--- src/rtl/cal_pkg.sv ---
package cal_pkg;
  localparam int FIELD_CNT = 8;
  localparam int BYTE_W    = 8;
  localparam int IDX_W     = $clog2(FIELD_CNT);

  localparam int F_SEC  = 0;
  localparam int F_MIN  = 1;
  localparam int F_HOUR = 2;
  localparam int F_DOW  = 3;
  localparam int F_DATE = 4;
  localparam int F_MON  = 5;
  localparam int F_YEAR = 6;
  localparam int F_CENT = 7;

  typedef struct packed {
    logic [FIELD_CNT-1:0] visWe;
    logic [FIELD_CNT-1:0] takeMask;
    logic                 commit;
    logic                 follow;
    logic                 advance;
    logic [BYTE_W-1:0]    data;
  } strobe_t;

  function automatic logic [BYTE_W-1:0] fieldMask(input int idx);
    case (idx)
      F_SEC, F_MIN:   return 8'h7F;
      F_HOUR, F_DATE: return 8'h3F;
      F_DOW:          return 8'h07;
      F_MON:          return 8'h1F;
      F_YEAR:         return 8'hFF;
      default:        return 8'h3F;
    endcase
  endfunction

  function automatic logic [BYTE_W-1:0] resetValue(input int idx);
    return (idx == F_DOW || idx == F_DATE || idx == F_MON) ? 8'h01 : 8'h00;
  endfunction

  function automatic logic [BYTE_W-1:0] bcdInc(input logic [BYTE_W-1:0] v);
    if (v[3:0] >= 4'd9) return {v[7:4] + 4'd1, 4'd0};
    return {v[7:4], v[3:0] + 4'd1};
  endfunction

  function automatic logic [BYTE_W-1:0] stepField(input logic [BYTE_W-1:0] v,
                                                  input logic [BYTE_W-1:0] last,
                                                  input logic [BYTE_W-1:0] first);
    return (v >= last) ? first : bcdInc(v);
  endfunction

  function automatic logic leapYear(input logic [BYTE_W-1:0] y);
    if (!y[4]) return (y[3:0] == 4'd0) || (y[3:0] == 4'd4) || (y[3:0] == 4'd8);
    return (y[3:0] == 4'd2) || (y[3:0] == 4'd6);
  endfunction

  function automatic logic [BYTE_W-1:0] monthLast(input logic [BYTE_W-1:0] mon,
                                                  input logic [BYTE_W-1:0] yr);
    case (mon)
      8'h02:                      return leapYear(yr) ? 8'h29 : 8'h28;
      8'h04, 8'h06, 8'h09, 8'h11: return 8'h30;
      default:                    return 8'h31;
    endcase
  endfunction
endpackage

--- src/rtl/cal_ctrl.sv ---
module cal_ctrl
  import cal_pkg::*;
#(
  parameter int ADDR_W = 5
) (
  input  logic                 clk,
  input  logic                 rstN,
  input  logic                 tickEn,
  input  logic                 wrEn,
  input  logic [ADDR_W-1:0]    wrAddr,
  input  logic [BYTE_W-1:0]    wrData,
  output strobe_t              stb,
  output logic                 teOut,
  output logic [2:0]           monCtl
);
  localparam logic [ADDR_W-1:0] CTRL_ADDR = ADDR_W'(8'h0F);
  localparam logic [ADDR_W-1:0] MON_ADDR  = ADDR_W'(F_MON);

  logic                 teQ;
  logic [FIELD_CNT-1:0] dirtyQ;
  logic [2:0]           monCtlQ;
  logic                 wrTime;
  logic                 wrCtrl;

  assign wrTime = wrEn && (wrAddr < ADDR_W'(FIELD_CNT));
  assign wrCtrl = wrEn && (wrAddr == CTRL_ADDR);

  always_comb begin
    stb = '0;
    if (wrTime && !teQ) stb.visWe[wrAddr[IDX_W-1:0]] = 1'b1;
    stb.commit   = wrCtrl && wrData[7] && !teQ;
    stb.takeMask = dirtyQ;
    stb.follow   = teQ || stb.commit;
    stb.advance  = tickEn && !monCtlQ[2];
    stb.data     = wrData;
  end

  always_ff @(posedge clk or negedge rstN) begin
    if (!rstN) begin
      teQ     <= 1'b1;
      dirtyQ  <= '0;
      monCtlQ <= '0;
    end else begin
      if (wrCtrl) teQ <= wrData[7];
      if (stb.commit) dirtyQ <= '0;
      else            dirtyQ <= dirtyQ | stb.visWe;
      if (wrEn && wrAddr == MON_ADDR) monCtlQ <= wrData[7:5];
    end
  end

  assign teOut  = teQ;
  assign monCtl = monCtlQ;

  assert_commit_clears_R5: assert property (@(posedge clk) disable iff (!rstN)
    (wrCtrl && wrData[7] && !teQ) |=> (teQ && dirtyQ == '0));

  assert_time_writes_ignored_R4: assert property (@(posedge clk) disable iff (!rstN)
    (teQ && !(wrCtrl && !wrData[7])) |=> (dirtyQ == '0));
endmodule

--- src/rtl/cal_datapath.sv ---
module cal_datapath
  import cal_pkg::*;
#(
  parameter logic [7:0] CENTURY_LAST = 8'h39
) (
  input  logic                                clk,
  input  logic                                rstN,
  input  strobe_t                             stb,
  output logic [FIELD_CNT-1:0][BYTE_W-1:0]    visOut
);
  logic [FIELD_CNT-1:0][BYTE_W-1:0] cnt;
  logic [FIELD_CNT-1:0][BYTE_W-1:0] visReg;
  logic [FIELD_CNT-1:0][BYTE_W-1:0] nxt;
  logic [FIELD_CNT-1:0][BYTE_W-1:0] merged;
  logic carrySec, carryMin, carryHour, carryDate, carryMon, carryYear;
  logic [BYTE_W-1:0] lastDate;

  assign lastDate  = monthLast(cnt[F_MON], cnt[F_YEAR]);
  assign carrySec  = stb.advance && (cnt[F_SEC]  >= 8'h59);
  assign carryMin  = carrySec    && (cnt[F_MIN]  >= 8'h59);
  assign carryHour = carryMin    && (cnt[F_HOUR] >= 8'h23);
  assign carryDate = carryHour   && (cnt[F_DATE] >= lastDate);
  assign carryMon  = carryDate   && (cnt[F_MON]  >= 8'h12);
  assign carryYear = carryMon    && (cnt[F_YEAR] >= 8'h99);

  always_comb begin
    nxt = cnt;
    if (stb.advance) nxt[F_SEC] = stepField(cnt[F_SEC], 8'h59, 8'h00);
    if (carrySec)    nxt[F_MIN] = stepField(cnt[F_MIN], 8'h59, 8'h00);
    if (carryMin)    nxt[F_HOUR] = stepField(cnt[F_HOUR], 8'h23, 8'h00);
    if (carryHour) begin
      nxt[F_DOW]  = stepField(cnt[F_DOW], 8'h07, 8'h01);
      nxt[F_DATE] = stepField(cnt[F_DATE], lastDate, 8'h01);
    end
    if (carryDate)   nxt[F_MON]  = stepField(cnt[F_MON], 8'h12, 8'h01);
    if (carryMon)    nxt[F_YEAR] = stepField(cnt[F_YEAR], 8'h99, 8'h00);
    if (carryYear)   nxt[F_CENT] = stepField(cnt[F_CENT], CENTURY_LAST, 8'h00);
  end

  for (genvar f = 0; f < FIELD_CNT; f++) begin : g_merge
    assign merged[f] = (stb.commit && stb.takeMask[f]) ? visReg[f] : nxt[f];

    assert_frozen_field_R3: assert property (@(posedge clk) disable iff (!rstN)
      (!stb.follow && !stb.visWe[f]) |=> $stable(visReg[f]));
  end

  always_ff @(posedge clk or negedge rstN) begin
    if (!rstN) begin
      for (int f = 0; f < FIELD_CNT; f++) begin
        cnt[f]    <= resetValue(f);
        visReg[f] <= resetValue(f);
      end
    end else begin
      for (int f = 0; f < FIELD_CNT; f++) begin
        cnt[f] <= merged[f];
        if (stb.visWe[f])    visReg[f] <= stb.data & fieldMask(f);
        else if (stb.follow) visReg[f] <= merged[f];
      end
    end
  end

  assign visOut = visReg;

  assert_shadow_tracks_R4: assert property (@(posedge clk) disable iff (!rstN)
    stb.follow |=> (visReg == cnt));

  assert_hold_no_tick_R6: assert property (@(posedge clk) disable iff (!rstN)
    (!stb.advance && !stb.commit) |=> $stable(cnt));

  assert_sec_moves_R1: assert property (@(posedge clk) disable iff (!rstN)
    (stb.advance && !stb.commit && cnt[F_SEC] < 8'h59) |=> (cnt[F_SEC] != $past(cnt[F_SEC])));
endmodule

--- src/rtl/cal_clock.sv ---
module cal_clock
  import cal_pkg::*;
#(
  parameter int         ADDR_W       = 5,
  parameter logic [7:0] CENTURY_LAST = 8'h39
) (
  input  logic              clk,
  input  logic              rstN,
  input  logic              tickEn,
  input  logic              wrEn,
  input  logic [ADDR_W-1:0] wrAddr,
  input  logic [7:0]        wrData,
  input  logic [ADDR_W-1:0] rdAddr,
  output logic [7:0]        rdData
);
  localparam logic [ADDR_W-1:0] CTRL_ADDR = ADDR_W'(8'h0F);
  localparam logic [ADDR_W-1:0] MON_ADDR  = ADDR_W'(F_MON);

  strobe_t                          stb;
  logic                             teBit;
  logic [2:0]                       monCtl;
  logic [FIELD_CNT-1:0][BYTE_W-1:0] visOut;

  cal_ctrl #(.ADDR_W(ADDR_W)) uCtrl (
    .clk    (clk),
    .rstN   (rstN),
    .tickEn (tickEn),
    .wrEn   (wrEn),
    .wrAddr (wrAddr),
    .wrData (wrData),
    .stb    (stb),
    .teOut  (teBit),
    .monCtl (monCtl)
  );

  cal_datapath #(.CENTURY_LAST(CENTURY_LAST)) uData (
    .clk    (clk),
    .rstN   (rstN),
    .stb    (stb),
    .visOut (visOut)
  );

  always_comb begin
    rdData = '0;
    if (rdAddr < ADDR_W'(FIELD_CNT)) rdData = visOut[rdAddr[IDX_W-1:0]];
    if (rdAddr == MON_ADDR)  rdData[7:5] = monCtl;
    if (rdAddr == CTRL_ADDR) rdData = {teBit, 7'b0};
  end
endmodule

--- config.mk ---
export PLATFORM = sky130hd
export DESIGN_NAME = cal_clock
export DESIGN_NICKNAME = d
export VERILOG_FILES = /design/src/rtl/cal_pkg.sv /design/src/rtl/cal_ctrl.sv /design/src/rtl/cal_datapath.sv /design/src/rtl/cal_clock.sv
export SDC_FILE = /design/constraint.sdc
export NUM_CORES = 1
export LEC_CHECK = 0
export BUFFER_PORTS_ARGS = -buffer_cell sky130_fd_sc_hd__clkbuf_2
export CAP_MARGIN = 20
export CORE_AREA = 2 2 158 160
export CTS_CLUSTER_SIZE = 14
export DETAILED_ROUTE_END_ITERATION = 10
export DIE_AREA = 0 0 160 162
export PLACE_DENSITY = 0.56
export SLEW_MARGIN = 20
export SYNTH_ARGS = -nofsm -noshare
export SYNTH_HDL_FRONTEND = slang
export SYNTH_SLANG_ARGS = --single-unit
export TNS_END_PERCENT = 100
--- constraint.sdc ---
create_clock -name clk -period 6.3 [get_ports clk]
set_input_delay 0.315 -clock clk [delete_from_list [all_inputs] [get_ports clk]]
set_output_delay 0.315 -clock clk [all_outputs]
set_load 0.02 [all_outputs]
==> results of run 1 <==
final timing paths:
kind | endpoint | slack, ns | cells after the start
max | uData.visOut[63] | 2.59 | 13
min | uCtrl.monCtl[1] | 0.22 | 3
min in group asynchronous | uData.cnt[48] | 0.44 | 2
max reg2reg | uData.visOut[63] | 2.59 | 13
min reg2reg | uCtrl.monCtl[0] | 0.47 | 2
max in group asynchronous | uData.visOut[22] | 4.44 | 3
sequential cells by signal, summed over array words and instances, names as in the netlist:
signal and cells:
uCtrl.monCtl 3, uCtrl.teOut 1, uData.visOut 64, uCtrl.dirtyQ 8
uData.cnt 64
metal layers:
| layer | wire length (µm) | global-route usage, % | up-vias | share of wire [%] |
|---|---|---|---|---|
| met5 | 0 | 0 | - | 0 |
| met4 | 510 | 5.69 | 0 | 2.1 |
| met3 | 1020 | 3.14 | 33 | 4.2 |
| met2 | 11500 | 31.6 | 202 | 47 |
| met1 | 11400 | 26.5 | 3395 | 47 |
| li1 | - | - | 3278 | - |
cell families (layout without fill, tap and decap cells):
logic type | Yosys count | in the layout
AND/OR/NAND/NOR | 295 | 295
flip-flops | 140 | 140
AO/OA/AOI/OAI | 280 | 280
buffers and inverters | 73 | 104
adder cells (fa/ha/maj) | 47 | 47
XOR/XNOR | 5 | 5
multiplexers | 40 | 40
layout make-up:
cell class,instances,area share [%]
clock buffers,22,4.98
clock inverters,10,2.21
inverters,36,1.42
multi-input cells,667,48.1
flip-flops and latches,140,36.9
well taps,324,4.26
repair buffers,36,2.17
cell usage in the layout (no fill, tap or decap), types with 18 or more instances in the layout:
master,instances
nor2_1,85
nand2_1,104
o21ai_0,76
dfrtp_1,133
a22oi_1,32
inv_1,36
nand3_1,22
ha_1,47
clkbuf_2,28
o31ai_1,18
a21oi_1,43
worst max-delay path, stage by stage, from the launching register on:
cell	delay, ns
dfstp_2	0.59
inv_1	0.10
ha_1	0.24
o211ai_1	0.17
a21oi_1	0.08
o21ai_0	0.19
nor2b_1	0.16
ha_1	0.15
nand3_1	0.09
o21ai_0	0.56
o21ai_2	0.25
nor2_1	0.53
nand2_1	0.19
a32o_1	0.28
where the power goes:
group	switching, µW	internal (µW)	total [µW]
Clock	399	775	1170
Combinational	335	266	601
Sequential	179	1050	1230
per-stage QoR:
step	instance area [µm²]	hold slack [ns]
after floorplan	8400	0.0194
after global placement	8820	0.361
after detailed placement	8820	0.363
after CTS	9520	0.213
after global routing	9520	0.226
final	9520	0.215
repair_timing:
action	4_1_cts	5_1_grt
hold buffers	1	0
hold endpoints to repair	63	0
resized for setup	0	0
==> impl_metrics.tcl, run 1 <==
set metrics [dict create \
    drtIter0Drc 618 \
    power_uw 3010 \
    avgSynthCellArea_um2 9.55 \
    grt_max_degree 76 \
    path_max_fanout 8 \
    crit_required_ns 6.62 \
    rsz0062_at_grt "false" \
    tightest_slew_ns 0.985 \
    multi_input_area_mm2 0.00457 \
    dp.cells 1202 \
    die_h_um 162 \
    min_period_ns 3.71 \
    grt_pass1_wl_um 38600 \
    finClkSkew_ns 0.00998 \
    dieArea_mm2 0.0259 \
    maxCapViolCount 0 \
    status "complete, no violations" \
    critical_path_class "flop to flop" \
    post-route-period-util_pct 58.8 \
    seq_area_frac_synth_pct 41.8 \
    cts_setup_buffers 0 \
    utilization_pct 39.5 \
    setup_tns_ns 0 \
    drive_gt1_share_pct 13.3 \
    vias 6908 \
    dr.pass1.iters 5 \
    synth_mux_area_share_pct 7.30 \
    synth.area.top_cells "dfrtp_1 40%, ha_1 7.0%, nand2_1 4.6%" \
    clock_latency_ns 0.43 \
    grt_pass1_vias 6790 \
    diodes 0 \
    yosys.area_share.xor_xnor_pct 0.521 \
    synth_common_cells "133 x dfrtp_1, 104 x nand2_1, 85 x nor2_1, 76 x o21ai_0, 47 x ha_1" \
    min_path_type "input port to flop" \
    place_congestion 0.842 \
    async_reset_ff_share_pct 100 \
    wirelength_um 24400 \
    cts-buffers-inserted 17 \
    path_clk_slew_ns 0.06 \
    syn_area_mm2 0.00840 \
    portBuffers 29 \
    ant_nets 0 \
    grt_use_total_pct 19.3 \
    avgViaCountPerCell 5.59 \
    yosysMostFrequentCell "dfrtp_1" \
    setup_ws_ns 2.59 \
    fillers 2461 \
    max_clock_freq_mhz 270 \
    ys_ff_latch 140 \
    synthDistinctLibCells 84 \
    row_count 57 \
    fp.dieW_um 160 \
    slew_headroom_pct 33.8 \
    pin_count 30 \
    synth_compound_area_share_pct 22.7 \
    ys.flop_type "dfrtp_1" \
    coreArea_mm2 0.0241 \
    antenna_found_initial 0 \
    cts_sinks 140 \
    startpoint "uData.cnt[40]" \
    hold_path.startpoint "wrData[6]" \
    yosys.area.top_type_share_pct 39.6 \
    initial_core_util_pct 34.8 \
    cts_tree "yes" \
    dp_hpwl_um 17800 \
    drv_slew 0 \
    finalSetupViolations 0 \
    r2r_start "uData.cnt[40]" \
    grt.overflow.total 0 \
    ys_warn_count 0 \
    yosys.area.top_type "dfrtp_1" \
    ir_drop_v 0.000185 \
    clockBufferDepth 2 \
    dp_slack_ns 2.70 \
    drc 0 \
    wl_per_cell_um 19.7 \
    htree_levels 4 \
    seq_area_mm2 0.00351 \
    fin_nets 967 \
    finalNonFillerCells 1235 \
    area_growth_pct 13.3 \
    cts_root_buf "clkbuf_16" \
    synth-edff-count 0 \
    synth-simple-area-share_pct 16.9 \
    cp-start-kind "flop" \
    synth_nets 949 \
    finalHoldViolations 0 \
    synthAdderAreaFrac_pct 7.00 \
    synthCells 880 \
    power_density_mw_per_mm2 316 \
    critPathCaptureType "flop" \
    p_leak_uw 0.00427 \
    synth_top_family_by_area "compound AO/OA/AOI/OAI gates" \
    worstPathArrival_ns 4.02 \
]
(Power assumes the default switching activity.)
==> run 2: changes to the inputs <==
--- a/config.mk
+++ b/config.mk
@@ -5,12 +5,13 @@
 export SDC_FILE = /design/constraint.sdc
 export NUM_CORES = 1
 export LEC_CHECK = 0
+export ABC_AREA = 1
 export BUFFER_PORTS_ARGS = -buffer_cell sky130_fd_sc_hd__clkbuf_2
 export CAP_MARGIN = 20
-export CORE_AREA = 2 2 158 160
+export CORE_AREA = 2 2 160 162
 export CTS_CLUSTER_SIZE = 14
 export DETAILED_ROUTE_END_ITERATION = 10
-export DIE_AREA = 0 0 160 162
+export DIE_AREA = 0 0 162 164
 export PLACE_DENSITY = 0.56
 export SLEW_MARGIN = 20
 export SYNTH_ARGS = -nofsm -noshare
==> constraint.sdc (replaced) <==
create_clock -name clk -period 3.6 [get_ports clk]
set_input_delay 0.18 -clock clk [delete_from_list [all_inputs] [get_ports clk]]
set_output_delay 0.18 -clock clk [all_outputs]
set_load 0.02 [all_outputs]
==> impl_metrics.tcl, run 2 <==
set metrics [dict create \
    dr.pass1.iters 5 \
    coreArea_mm2 0.0248 \
    path_max_fanout 14 \
    ctsResizeCount 0 \
    min_path_cells 3 \
    dp_slack_ns 0.491 \
    pin_count 30 \
    ys.flop_type "dfrtp_1" \
    comb_power_share_pct 25.8 \
    swShare_pct 34.2 \
    ir_drop_v 0.000383 \
    clockBufferDepth 2 \
    synth-edff-count 0 \
    slew_headroom_pct 54.1 \
    vias 7468 \
    htree_levels 4 \
    cp-start-kind "flop" \
    reg2reg_to "uData.visOut[50]" \
    grt_use_total_pct 18.9 \
    synth_common_cells "300 x nand2_1, 172 x inv_1, 133 x dfrtp_1, 82 x nand3_1, 82 x o21ai_0" \
    wirelength_um 24200 \
    worstPathArrival_ns 3.41 \
    drive_gt1_share_pct 9.05 \
    setup_tns_ns 0 \
    dieArea_mm2 0.0266 \
    drtIter0Drc 469 \
    whs_endpoint "uData.visOut[36]" \
    p_leak_uw 0.00477 \
    grt_max_degree 77 \
    rsz0062_at_grt "false" \
    cts_sinks 140 \
    status "complete, no violations" \
    clock_power_share_pct 35.1 \
    final_common_cell "nand2_1" \
    final_cell_mix "299 x nand2_1, 172 x inv_1, 133 x dfrtp_1" \
    ys_ff_latch 140 \
    crit_required_ns 3.92 \
    die_h_um 164 \
    finalNonFillerCells 1524 \
    yosys.area.top_type_share_pct 38.8 \
    maxCapViolCount 0 \
    grt_pass1_vias 7296 \
    syn_area_mm2 0.00857 \
    fp.dieW_um 162 \
    cts-buffers-inserted 17 \
    hold_path.startpoint "wrData[4]" \
    critical_path_class "flop to flop" \
    critPathCaptureType "flop" \
    yosys.area.top_type "dfrtp_1" \
    rrSetupSlack_ns 0.51 \
    placedInstanceArea_mm2 0.00908 \
    path_clk_slew_ns 0.06 \
    synthDistinctLibCells 46 \
    tightest_slew_ns 0.689 \
    grt.overflow.total 0 \
    post-route-period-util_pct 85.8 \
    ys_warn_count 0 \
    grt_pass1_wl_um 39000 \
    stdcell_area_mm2 0.00975 \
    cts_tree "yes" \
    min_path_type "input port to flop" \
    portBuffers 29 \
    power_density_mw_per_mm2 572 \
    r2r_cells 21 \
    area_growth_pct 13.8 \
    row_count 58 \
    async_reset_ff_share_pct 100 \
    yosysMostFrequentCell "nand2_1" \
    diodes 0 \
    synthCells 1150 \
    seq_power_share_pct 39.1 \
    synth_nets 1219 \
    antenna_found_initial 0 \
    r2r_start "uData.cnt[40]" \
    p_int_uw 3670 \
    fin_nets 1250 \
    ant_nets 0 \
    whs_ns 0.0836 \
    seq_area_frac_synth_pct 41.0 \
    setup_ws_ns 0.510 \
    power_switching_uw 1910 \
    cts_root_buf "clkbuf_16" \
    finClkSkew_ns 0.00693 \
    drv_slew 0 \
    avgViaCountPerCell 4.90 \
    synth.area.top_cells "dfrtp_1 39%, nand2_1 13%, inv_1 7.5%" \
    finalSetupViolations 0 \
    initial_core_util_pct 34.5 \
    finalHoldViolations 0 \
    clock_latency_ns 0.43 \
    dp.cells 1490 \
    min_period_ns 3.09 \
    place_congestion 0.863 \
    drc 0 \
    wl_per_cell_um 15.9 \
    dp_hpwl_um 17700 \
    max_clock_freq_mhz 324 \
    avgSynthCellArea_um2 7.45 \
]
[run 2: cell types whose count changed after synthesis, moves of 24 or more]
cell,previous run,this run
nand3_1,22,82
inv_1,36,172
nand2_1,104,300
o22ai_1,1,25
a22oi_1,32,0
o21ai_1,8,33
[run 2: per-stage QoR]
stage,util [%],total power (µW)
2_1_floorplan,-,3170
4_1_cts,39.3,5600
3_3_place_gp,36.6,3620
3_5_place_dp,36.6,3630
5_1_grt,39.3,5930
6_report,39.3,5580
[run 2: worst max-delay path, stage by stage (launching register included)]
cell and delay [ns]:
dfstp_2 0.56, inv_1 0.09, ha_1 0.21, o21ai_0 0.13, o21ai_0 0.10, a32oi_1 0.20
nor2_1 0.06, a31oi_1 0.17, ha_1 0.16, inv_1 0.04, nor2_1 0.07, o21ai_0 0.07
nand2_1 0.08, nand2_1 0.05, nor2_1 0.08, nor2_1 0.06, nand2_1 0.40, nand2_1 0.11
o21ai_1 0.13, nand2_1 0.07, nand3_1 0.07, nand2_1 0.06
[run 2: layout make-up]
type                    count  area (µm²)
clock buffers              21         460
clock inverters            11         191
fillers                  2569       15100
inverters                 186         698
multi-input cells         798        4240
flip-flops and latches    140        3510
well taps                 330         413
repair buffers             38         236
[run 2: timing repair]
item	CTS	global route
buffers inserted	0	0
hold buffers	2	0
endpoints found under the hold margin	65	0
[run 2: how the worst max path moves through the flow]
stage                  startpoint                to  cells after the start
global route        uData.cnt[40]  uData.visOut[51]                     22
detailed placement  uData.cnt[40]  uData.visOut[50]                     21
CTS                 uData.cnt[40]  uData.visOut[50]                     21
floorplan           uData.cnt[40]  uData.visOut[40]                     21
finish              uData.cnt[40]  uData.visOut[50]                     21
global placement    uData.cnt[40]  uData.visOut[45]                     22
[run 2: power groups by stage]
| stage | combinational, µW | clock [µW] | sequential (µW) |
|---|---|---|---|
| final | 1440 | 1960 | 2180 |
| after floorplan | 1050 | 0 | 2110 |
| after detailed placement | 1430 | 0 | 2200 |
| after CTS | 1450 | 1980 | 2180 |
| after global routing | 1660 | 2050 | 2220 |
| after global placement | 1420 | 0 | 2200 |
[run 2: logic make-up (layout without fill, tap and decap cells)]
kind of cell	count (synthesis)	after routing	synth area share, %
and+or+nand+nor	489	489	24.5
AOI/OAI and AO/OA	247	247	16.5
DFF	140	140	41.0
xor gates and xnor gates	15	15	1.53
buffers and inverters	212	256	9.56
adders and majority gates	47	47	6.86
[run 2: metal layers]
layer	track usage (%)	vias up	wire (µm)
met3	2.65	27	824
met1	26.0	3461	11800
li1	-	3823	-
met2	31.0	157	11200
met4	5.95	0	399
met5	0	-	0
==> run 3: changes to the inputs <==
--- a/config.mk
+++ b/config.mk
@@ -6,13 +6,14 @@
 export NUM_CORES = 1
 export LEC_CHECK = 0
 export ABC_AREA = 1
+export ABC_CLOCK_PERIOD_IN_PS = 3600
 export BUFFER_PORTS_ARGS = -buffer_cell sky130_fd_sc_hd__clkbuf_2
 export CAP_MARGIN = 20
 export CORE_AREA = 2 2 160 162
 export CTS_CLUSTER_SIZE = 14
 export DETAILED_ROUTE_END_ITERATION = 10
 export DIE_AREA = 0 0 162 164
-export PLACE_DENSITY = 0.56
+export PLACE_DENSITY = 0.55
 export SLEW_MARGIN = 20
 export SYNTH_ARGS = -nofsm -noshare
 export SYNTH_HDL_FRONTEND = slang
==> impl_metrics.tcl, run 3 (synthesized netlist as in run 2, its figures left out) <==
set metrics [dict create \
    status "complete, no violations" \
    drtIter0Drc 492 \
    grtUsageMet2_pct 31.6 \
    setup_tns_ns 0 \
    p_leak_uw 0.00476 \
    finalHoldViolations 0 \
    fin_nets 1250 \
    dp.cells 1490 \
    grt.overflow.total 0 \
    dr.pass1.iters 7 \
    clock_latency_ns 0.44 \
    ant_nets 0 \
    clockBufferDepth 2 \
    dieArea_mm2 0.0266 \
    htree_levels 4 \
    coreArea_mm2 0.0248 \
    finalNonFillerCells 1524 \
    drive_gt1_share_pct 9.30 \
    utilization_pct 39.2 \
    min_path_type "input port to flop" \
    wirelength_um 24500 \
    worstPathArrival_ns 3.45 \
    crit_required_ns 3.97 \
    antenna_found_initial 0 \
    row_count 58 \
    fp.dieW_um 162 \
    cts-buffers-inserted 17 \
    final_cell_mix "298 x nand2_1, 172 x inv_1, 133 x dfrtp_1" \
    path_max_fanout 19 \
    tightest_slew_ns 0.871 \
    placedInstanceArea_mm2 0.00908 \
    drc 0 \
    seq_area_mm2 0.00351 \
    path_clk_slew_ns 0.06 \
    avgViaCountPerCell 4.98 \
    wl_per_cell_um 16.1 \
    grt_max_degree 90 \
    vias 7584 \
    power_density_mw_per_mm2 562 \
    maxCapViolCount 0 \
    min_period_ns 3.08 \
    area_growth_pct 13.4 \
    grt_use_met1_pct 26.2 \
    max_clock_freq_mhz 325 \
    finalSetupViolations 0 \
    dp_hpwl_um 18000 \
    grt_use_total_pct 19.2 \
    rsz0062_at_grt "false" \
    post-route-period-util_pct 85.5 \
    pin_count 30 \
    grtUsageMet3_pct 3.03 \
    portBuffers 29 \
    initial_core_util_pct 34.5 \
    cts_sinks 140 \
    slew_headroom_pct 42.0 \
    fillers 2613 \
    place_congestion 0.845 \
    drv_slew 0 \
    final_common_cell "nand2_1" \
    grt_pass1_wl_um 39700 \
    critical_path_class "flop to flop" \
    grt_pass1_vias 7212 \
    finClkSkew_ns 0.0102 \
    stdcell_area_mm2 0.00972 \
    grt-busiest-layer "met2" \
    cp-start-kind "flop" \
    cts_root_buf "clkbuf_16" \
    critPathCaptureType "flop" \
    diodes 0 \
    die_h_um 164 \
    multi_input_area_mm2 0.00425 \
    ir_drop_v 0.000353 \
    cts_tree "yes" \
]
-- run 3: cell types whose count changed in the layout (fill, tap and decap cells not counted), sizes merged --
| cell | previous run | this run |
|---|---|---|
| inv | 185 | 188 |
| bufinv | 5 | 3 |
| clkbuf | 49 | 47 |
| clkinv | 4 | 6 |
| clkinvlp | 3 | 2 |
-- run 3: per-stage QoR --
| step | total power, µW | hold WS, ns | setup WS, ns |
|---|---|---|---|
| 2_1_floorplan | 3170 | -0.116 | 0.928 |
| 3_3_place_gp | 3620 | 0.331 | 0.538 |
| 3_5_place_dp | 3630 | 0.335 | 0.430 |
| 4_1_cts | 5500 | 0.0289 | 0.409 |
| 5_1_grt | 5830 | 0.0346 | 0.0892 |
| 6_report | 5460 | 0.0262 | 0.523 |
-- run 3: final timing paths --
kind,startpoint,to,slack [ns],cells past startpoint
hold / removal,wrData[4],uData.visOut[36],0.03,3
hold reg to reg,uData.visOut[46],uData.visOut[46],0.49,2
setup / recovery,uData.cnt[40],uData.visOut[35],0.52,21
setup reg to reg,uData.cnt[40],uData.visOut[35],0.52,21
max in group asynchronous,rstN,uData.cnt[24],2.37,3
min in group asynchronous,rstN,uData.cnt[9],0.40,2
-- run 3: layout make-up --
| type | count | area share (%) |
|---|---|---|
| Sequential cell | 140 | 36.1 |
| Tap cell | 330 | 4.25 |
| Inverter | 186 | 7.18 |
| Clock inverter | 13 | 1.69 |
| Timing Repair Buffer | 38 | 2.43 |
| Multi-Input combinational cell | 798 | 43.7 |
| Clock buffer | 19 | 4.66 |
-- run 3: repair_timing --
action	4_1_cts	5_1_grt
hold buffers	2	0
endpoints found under the hold margin	86	0
setup endpoints to repair	0	9
gates resized for setup	0	1
setup buffers	0	0
-- run 3: worst max-delay path, cell delays in order (launching register included) --
cell,delay (ns)
dfstp_2,0.57
inv_1,0.10
ha_1,0.22
o21ai_0,0.13
o21ai_0,0.11
a32oi_1,0.23
nor2_1,0.06
a31oi_1,0.16
ha_1,0.16
inv_1,0.04
nor2_1,0.08
o21ai_0,0.08
nand2_1,0.08
nand2_1,0.05
nor2_1,0.08
nor2_1,0.07
buf_4,0.22
nor2_4,0.16
nand2_1,0.10
o22ai_1,0.16
nand2_1,0.07
nand2_1,0.08
-- run 3: where the power goes --
group          internal (µW)  leakage, µW  switching [µW]  total [µW]
Clock                   1130     0.000300             718        1850
Sequential              1910      0.00173             271        2180
Combinational            498      0.00273             936        1430
Total                   3540      0.00476            1920        5460
-- run 3: metal layers --
layer	share of wire, %	routed length [µm]
met3	4.6	1120
met4	2.0	493
met1	47	11600
met5	0	0
met2	46	11300
